===== src/rtl/postcode_pkg.sv =====
package postcode_pkg;
  typedef enum logic [1:0] {MODE_LIVE, MODE_GET_HI, MODE_GET_LO, MODE_ROTATE} mode_e;
  typedef enum logic [1:0] {PH_CODE, PH_BM_HI, PH_BM_LO} phase_e;

  function automatic logic is_mem_fail(logic [7:0] b);
    return (b == 8'h2C) || (b == 8'h2E) || (b == 8'h30);
  endfunction

  // bit order {g,f,e,d,c,b,a}
  function automatic logic [6:0] hex_to_seg(logic [3:0] n);
    logic [6:0] s;
    case (n)
      4'h0: s = 7'h3F; 4'h1: s = 7'h06; 4'h2: s = 7'h5B; 4'h3: s = 7'h4F;
      4'h4: s = 7'h66; 4'h5: s = 7'h6D; 4'h6: s = 7'h7D; 4'h7: s = 7'h07;
      4'h8: s = 7'h7F; 4'h9: s = 7'h6F; 4'hA: s = 7'h77; 4'hB: s = 7'h7C;
      4'hC: s = 7'h39; 4'hD: s = 7'h5E; 4'hE: s = 7'h79; default: s = 7'h71;
    endcase
    return s;
  endfunction
endpackage


===== src/rtl/postcode_capture.sv =====
module postcode_capture
  import postcode_pkg::*;
#(
  parameter int unsigned ADDR_W = 16,
  parameter logic [ADDR_W-1:0] PORT_ADDR = 'h80
) (
  input  logic              clk_i,
  input  logic              rst_ni,
  input  logic [ADDR_W-1:0] io_addr_i,
  input  logic [7:0]        io_data_i,
  input  logic              io_wr_i,
  output logic [7:0]        code_o,
  output logic [7:0]        bm_hi_o,
  output logic [7:0]        bm_lo_o,
  output mode_e             mode_o
);
  logic port_wr;
  assign port_wr = io_wr_i && (io_addr_i == PORT_ADDR);

  always_ff @(posedge clk_i or negedge rst_ni) begin
    if (!rst_ni) begin
      code_o  <= 8'h00;
      bm_hi_o <= 8'h00;
      bm_lo_o <= 8'h00;
      mode_o  <= MODE_LIVE;
    end else if (port_wr) begin
      unique case (mode_o)
        MODE_GET_HI: begin
          bm_hi_o <= io_data_i;
          mode_o  <= MODE_GET_LO;
        end
        MODE_GET_LO: begin
          bm_lo_o <= io_data_i;
          mode_o  <= MODE_ROTATE;
        end
        default: begin
          code_o <= io_data_i;
          mode_o <= is_mem_fail(io_data_i) ? MODE_GET_HI : MODE_LIVE;
        end
      endcase
    end
  end
endmodule


===== src/rtl/postcode_sequencer.sv =====
module postcode_sequencer
  import postcode_pkg::*;
#(
  parameter int unsigned PAUSE_CYC = 25_000_000
) (
  input  logic   clk_i,
  input  logic   rst_ni,
  input  logic   run_i,
  output phase_e phase_o
);
  localparam int unsigned CNT_W = $clog2(PAUSE_CYC > 1 ? PAUSE_CYC : 2);
  localparam logic [CNT_W-1:0] CNT_LAST = CNT_W'(PAUSE_CYC - 1);

  logic [CNT_W-1:0] cnt_q;

  always_ff @(posedge clk_i or negedge rst_ni) begin
    if (!rst_ni) begin
      cnt_q   <= '0;
      phase_o <= PH_CODE;
    end else if (!run_i) begin
      cnt_q   <= '0;
      phase_o <= PH_CODE;
    end else if (cnt_q == CNT_LAST) begin
      cnt_q <= '0;
      unique case (phase_o)
        PH_CODE:  phase_o <= PH_BM_HI;
        PH_BM_HI: phase_o <= PH_BM_LO;
        default:  phase_o <= PH_CODE;
      endcase
    end else begin
      cnt_q <= cnt_q + 1'b1;
    end
  end
endmodule


===== src/rtl/postcode_hex7.sv =====
module postcode_hex7
  import postcode_pkg::*;
(
  input  logic [3:0] nibble_i,
  output logic [6:0] seg_o
);
  assign seg_o = hex_to_seg(nibble_i);
endmodule


===== src/rtl/postcode_display.sv =====
module postcode_display
  import postcode_pkg::*;
#(
  parameter int unsigned ADDR_W = 16,
  parameter logic [ADDR_W-1:0] PORT_ADDR = 'h80,
  parameter int unsigned PAUSE_CYC = 25_000_000,
  parameter int unsigned N_DIGITS = 2
) (
  input  logic              clk_i,
  input  logic              rst_ni,
  input  logic [ADDR_W-1:0] io_addr_i,
  input  logic [7:0]        io_data_i,
  input  logic              io_wr_i,
  output logic [6:0]        seg_hi_o,
  output logic [6:0]        seg_lo_o
);
  logic [7:0] code_q, bm_hi_q, bm_lo_q, disp_byte;
  mode_e      mode_q;
  phase_e     phase_q;
  logic [6:0] seg_all [N_DIGITS];

  postcode_capture #(.ADDR_W(ADDR_W), .PORT_ADDR(PORT_ADDR)) u_capture (
    .clk_i(clk_i), .rst_ni(rst_ni),
    .io_addr_i(io_addr_i), .io_data_i(io_data_i), .io_wr_i(io_wr_i),
    .code_o(code_q), .bm_hi_o(bm_hi_q), .bm_lo_o(bm_lo_q), .mode_o(mode_q)
  );

  postcode_sequencer #(.PAUSE_CYC(PAUSE_CYC)) u_seq (
    .clk_i(clk_i), .rst_ni(rst_ni),
    .run_i(mode_q == MODE_ROTATE), .phase_o(phase_q)
  );

  always_comb begin
    disp_byte = code_q;
    if (mode_q == MODE_ROTATE) begin
      unique case (phase_q)
        PH_BM_HI: disp_byte = bm_hi_q;
        PH_BM_LO: disp_byte = bm_lo_q;
        default:  disp_byte = code_q;
      endcase
    end
  end

  for (genvar d = 0; d < N_DIGITS; d++) begin : g_digit
    postcode_hex7 u_hex (.nibble_i(disp_byte[d*4 +: 4]), .seg_o(seg_all[d]));
  end

  assign seg_lo_o = seg_all[0];
  assign seg_hi_o = seg_all[N_DIGITS-1];
endmodule


===== config.mk =====
export PLATFORM = sky130hd
export DESIGN_NAME = postcode_display
export DESIGN_NICKNAME = d
export VERILOG_FILES = /design/src/rtl/postcode_pkg.sv /design/src/rtl/postcode_capture.sv /design/src/rtl/postcode_sequencer.sv /design/src/rtl/postcode_hex7.sv /design/src/rtl/postcode_display.sv
export SDC_FILE = /design/constraint.sdc
export NUM_CORES = 1
export LEC_CHECK = 0
export BUFFER_PORTS_ARGS = -buffer_cell sky130_fd_sc_hd__buf_2
export CAP_MARGIN = 20
export CORE_ASPECT_RATIO = 1.25
export CORE_MARGIN = 5
export CORE_UTILIZATION = 43
export CTS_CLUSTER_SIZE = 30
export DETAILED_ROUTE_END_ITERATION = 8
export HOLD_SLACK_MARGIN = 0.12
export PLACE_DENSITY = 0.59
export REMOVE_ABC_BUFFERS = 1
export SYNTH_ARGS = -nofsm -noshare
export SYNTH_HDL_FRONTEND = slang
export SYNTH_SLANG_ARGS = --single-unit

===== constraint.sdc =====
create_clock -name clk_i -period 4 [get_ports clk_i]
set_input_delay 0.2 -clock clk_i [delete_from_list [all_inputs] [get_ports clk_i]]
set_output_delay 0.2 -clock clk_i [all_outputs]
set_load 0.01 [all_outputs]

; Yosys cells after proc, flatten, opt, wreduce, memory -nomap -nowiden
; Memories as Yosys holds them, arrays and structs flattened.
; Index checks and enable logic that the tools add are counted.
[word_totals]
ff_bits = 53
mem_count = 2
word_cells = 38
output_inout_bits = 14
mem_bits_ro = 224
ramBits = 0
latchBits = 0
in_bits = 27
[classes]
eq_ne = 11
bitwise_logic = 1
div = 0
magnitude_cmp = 0
n_shift = 0
addsub = 1
n_reduce_logical = 8
muxes = 9
multipliers = 0
[memory_table]
columns = name, depth, word_bits, rd, rd_ports_with_merged_regs, write_ports, line_no
row1 = (name not given), 16, 7, 1, 0, 0, postcode_pkg.sv:12  ; case (n)
row2 = (name not given), 16, 7, 1, 0, 0, postcode_pkg.sv:12
[op_table]
columns = operator, count
row1 = $mux 25, 2
row2 = $add 25x1->25 const B, 1
row3 = $eq 25x25->1 const B, 1
row4 = $eq 8x6->1 const B, 3
row5 = $eq 16x8->1 const B, 1
row6 = $pmux 8 s2, 1
row7 = $mux 8, 1
row8 = $pmux 2 s2, 2
row9 = $eq 2x2->1 const B, 3
row10 = $reduce_and 2->1, 3
row11 = $eq 2x1->1 const B, 2
row12 = $mux 2, 2
row13 = $logic_not 2->1, 1
row14 = $logic_or 1x1->1, 2
row15 = $ne 2x2->1 const B, 1
row16 = $reduce_or 2->1, 1
row17 = $logic_and 1x1->1, 1
row18 = $mux 1, 1
row19 = $not 1->1, 1

; Longest topological paths before layout
[depth]
depth_word = 5
mapped_depth = 12
mapped_depth_nobuf = 10

; Modules after synthesis
; From an unflattened synthesis, not the netlist that was laid out.
[unflattened]
hier_cells = 310
hier_area_um2 = 3388.2
[by_module_without_submodules]
columns = mod, area_each_um2, cells_each, instances, seq_area_each_um2
row1 = postcode_sequencer, 1422.6, 148, 1, 675.6
row2 = postcode_capture, 1131.1, 71, 1, 650.6
row3 = postcode_hex7, 287.8, 33, 2, 0.0
row4 = postcode_display, 259.0, 25, 1, 0.0

; Least setup slack after synthesis
; Ideal clock, no wire load.
[synth_timing]
path_kind = register -> output
start = register u_seq.phase_o[0]
end = output port seg_hi_o[0]
arrival_ns = 2.401
path_stages_with_launch = 10
path_buffers = 1
slack_ns = 1.399
required_ns = 3.800
path_cell_list = dfrtp_1 > inv_1 > ha_1 > and2_0 > buf_2 > o21ai_0 > inv_1 > ha_1 > and3_1 > a221oi_1
[synth_between]
elab_chain_cells = 4
elab_cells_between_ends = 5
cone_classes = 2 x eq/ne / 2 x mux / 1 x memory
[synth_rtl]
columns = item, line_no
row1 = start: declaration, postcode_sequencer.sv:9  ; output phase_e phase_o
row2 = start signal: assignment, postcode_sequencer.sv:19  ; phase_o <= PH_CODE;
row3 = start signal: assignment, postcode_sequencer.sv:22  ; phase_o <= PH_CODE;
row4 = start signal: assignment, postcode_sequencer.sv:26  ; PH_CODE: phase_o <= PH_BM_HI;
row5 = $eq 2x2->1 / $eq 2x1->1 (equally long branches), postcode_display.sv:36  ; unique case (phase_q)
row6 = $pmux 8 s2 *, postcode_display.sv:36
row7 = $mux 8 *, postcode_display.sv:35  ; if (mode_q == MODE_ROTATE) begin
row8 = $mem_v2 16x7 *, -
row9 = end: declaration, postcode_display.sv:14  ; output logic [6:0] seg_hi_o,
; Mark *: on every way between the ends. The rest lies on a longest branch, timed or not.

; Worst setup path in the final report
[layout_timing]
start = register u_seq.phase_o[0]
end = output port seg_hi_o[5]
; The elaborated chain is that of the path after synthesis.

==> impl_metrics.ini <==
[critical_path]
crit_type = reg2out
arrival_ns = 3.16
required_ns = 3.80
endpoint_kind = primary output
cp_max_fo = 13
cp-start-kind = register

[drt]
drtAntennaViolNets = 0
drtPass1Iterations = 4
drc_errors = 0
drt-total-wl_mm = 7.35
wl_per_cell_microns = 15.4
vias = 2642
viasPerCell = 5.53
drtIter0Drc = 100

[grt]
grt.overflow.total = 0
antenna_found_initial = 0
grt_usage = 0.161
grt_pass1_wl_mm = 12.2
grt_max_degree = 39
grt_pass1_vias = 2564

[floorplan]
die-area_sq_um = 9550
core_sq_um = 7440
io_pins = 41
fp.dieH_microns = 108
die_w_microns = 88.4
fp-row-count = 35
start_util = 0.444

[final_layout]
antenna_cells = 0
final_cell_mix = dfrtp_1, nor2_1, buf_2
fin_nets = 433
final_common_cell = dfrtp_1
layout-drive-gt1-share = 0.210
syn_to_final_growth_pct = 12.1

[job]
cap_violations = 0

[power]
total_power_uw = 947
ir_drop_v = 0.000144
powerDensity_nw_per_um2 = 256
p_leak_nw = 1.63

[clock_network]
cts_tree = built
cts_buffer_depth = 2
cts-resized-gates = 0
cts_root_buf = clkbuf_8
cts_setup_buffers = 0
cts_buffers = 5
clk_latency_ns = 0.30
cts_sinks = 53
clk_pin_slew_worst_paths_ns = 0.09
htree_levels = 2

[sta]
clock_skew_ns = 0.00934
hold_viol_final = 0
fin_crit_ns = 3.36
min_period_over_period = 0.839
fin_ws_ns = 0.644
fmax_mhz = 298
rsz0062_at_grt = false
drv_slew = 0
hold_ws_ns = 0.176
tightest_slew_ns = 0.798
setup_viol = 0
final.setup.tns_ns = 0
max-slew-margin-rel = 0.468

[placed_design]
pre_cts_ws_ns = 0.958
hpwl_mm = 5.48
gp_congestion = 0.825
io_buffer_count = 40

[synth]
async_reset_ff_frac = 1.00
syn_avg_cell_area_sq_um = 9.58
yosysSeqAreaShare = 0.401
syn-cell-area_sq_um = 3300
synth-edff-count = 0
synth_seq_cells = 53
synth_warnings = 0
synth_flop_cell = dfrtp_1
ys_types = 46
syn_inst = 345

[hold_path]
hp-class = in2reg

[outcome]
status = finished clean
==> kinds of logic after synthesis <==
| group | synth area share |
|---|---|
| and+or+nand+nor | 0.201 |
| adders and majority gates | 0.0795 |
| AOI/OAI and AO/OA | 0.132 |
| DFF | 0.401 |
| muxes | 0.0909 |
| buffers and inverters | 0.0310 |
| xor gates and xnor gates | 0.0636 |
==> power breakdown <==
part / switching, mW / internal (mW) / leakage [nW]
logic: 0.0195 / 0.0122 / 0.830
registers: 0.0000436 / 0.535 / 0.741
clock network: 0.177 / 0.204 / 0.0574
total: 0.196 / 0.751 / 1.63
==> worst paths after layout <==
| check | cells past startpoint | slack, ns | endpoint | from |
|---|---|---|---|---|
| min | 2 | 0.18 | u_capture.code_o[1] | io_data_i[1] |
| min reg2reg | 1 | 0.47 | u_seq.cnt_q[0] | u_seq.cnt_q[0] |
| max reg2reg | 6 | 1.75 | u_seq.cnt_q[15] | u_seq.cnt_q[0] |
| max | 10 | 0.64 | seg_hi_o[5] | u_seq.phase_o[0] |
| min in group asynchronous | 2 | 0.34 | u_seq.cnt_q[12] | rst_ni |
| max in group asynchronous | 3 | 2.83 | u_seq.cnt_q[17] | rst_ni |
==> cell usage after synthesis (6+ instances only) <==
| cell | count | share of area |
|---|---|---|
| dfrtp_1 | 53 | 0.40 |
| nor2_1 | 40 | 0.045 |
| nand2_1 | 34 | 0.039 |
| a21oi_1 | 25 | 0.038 |
| mux2_2 | 24 | 0.082 |
| ha_1 | 21 | 0.080 |
| xor2_1 | 18 | 0.048 |
| inv_1 | 13 | 0.015 |
| nand3_1 | 13 | 0.020 |
| o21ai_0 | 9 | 0.014 |
| a22oi_1 | 7 | 0.016 |
| nor3_1 | 7 | 0.011 |
| nand4_1 | 6 | 0.011 |
| nor2b_1 | 6 | 0.011 |
| xnor2_1 | 6 | 0.016 |
==> per-layer routing <==
metal	track usage	share of wire
met5	0	0
met4	0.0475	0.014
met3	0.0267	0.032
met2	0.283	0.53
met1	0.200	0.43
==> critical path: stages (launching register included) <==
cell and delay [ns]:
dfrtp_1 0.38, inv_1 0.07, ha_1 0.35, and2_0 0.39
o21ai_0 0.66, inv_1 0.18, ha_1 0.28, nand2_1 0.08
a21boi_0 0.19, o22a_1 0.15, buf_2 0.12
==> stage by stage <==
step           area, sq um   util  cells
6_report              3700  0.497    478
5_1_grt               3700  0.497    478
4_1_cts               3700  0.497    478
3_5_place_dp          3570  0.480    469
3_3_place_gp          3570  0.480    469
2_1_floorplan         3250      -    336
==> repair_timing <==
action / CTS / global route
hold endpoints to repair: 15 / 0
endpoints found under the setup margin: 0 / 0
hold buffers: 1 / 0
==> state kept, by name, indices dropped and copies added (netlist names) <==
register and cells:
u_capture.bm_hi_o 8, u_capture.bm_lo_o 8, u_capture.mode_o 2, u_capture.code_o 8
u_seq.cnt_q 25, u_seq.phase_o 2
==> area by class of cell <==
class	instances	area, sq um
Clock buffer	6	82.6
Clock inverter	2	37.5
Fill cell	725	3740
Inverter	13	48.8
Multi-Input combinational cell	270	1880
Sequential cell	53	1330
Tap cell	92	115
Timing Repair Buffer	42	218
Note: power is estimated with default switching activity, not from simulation.
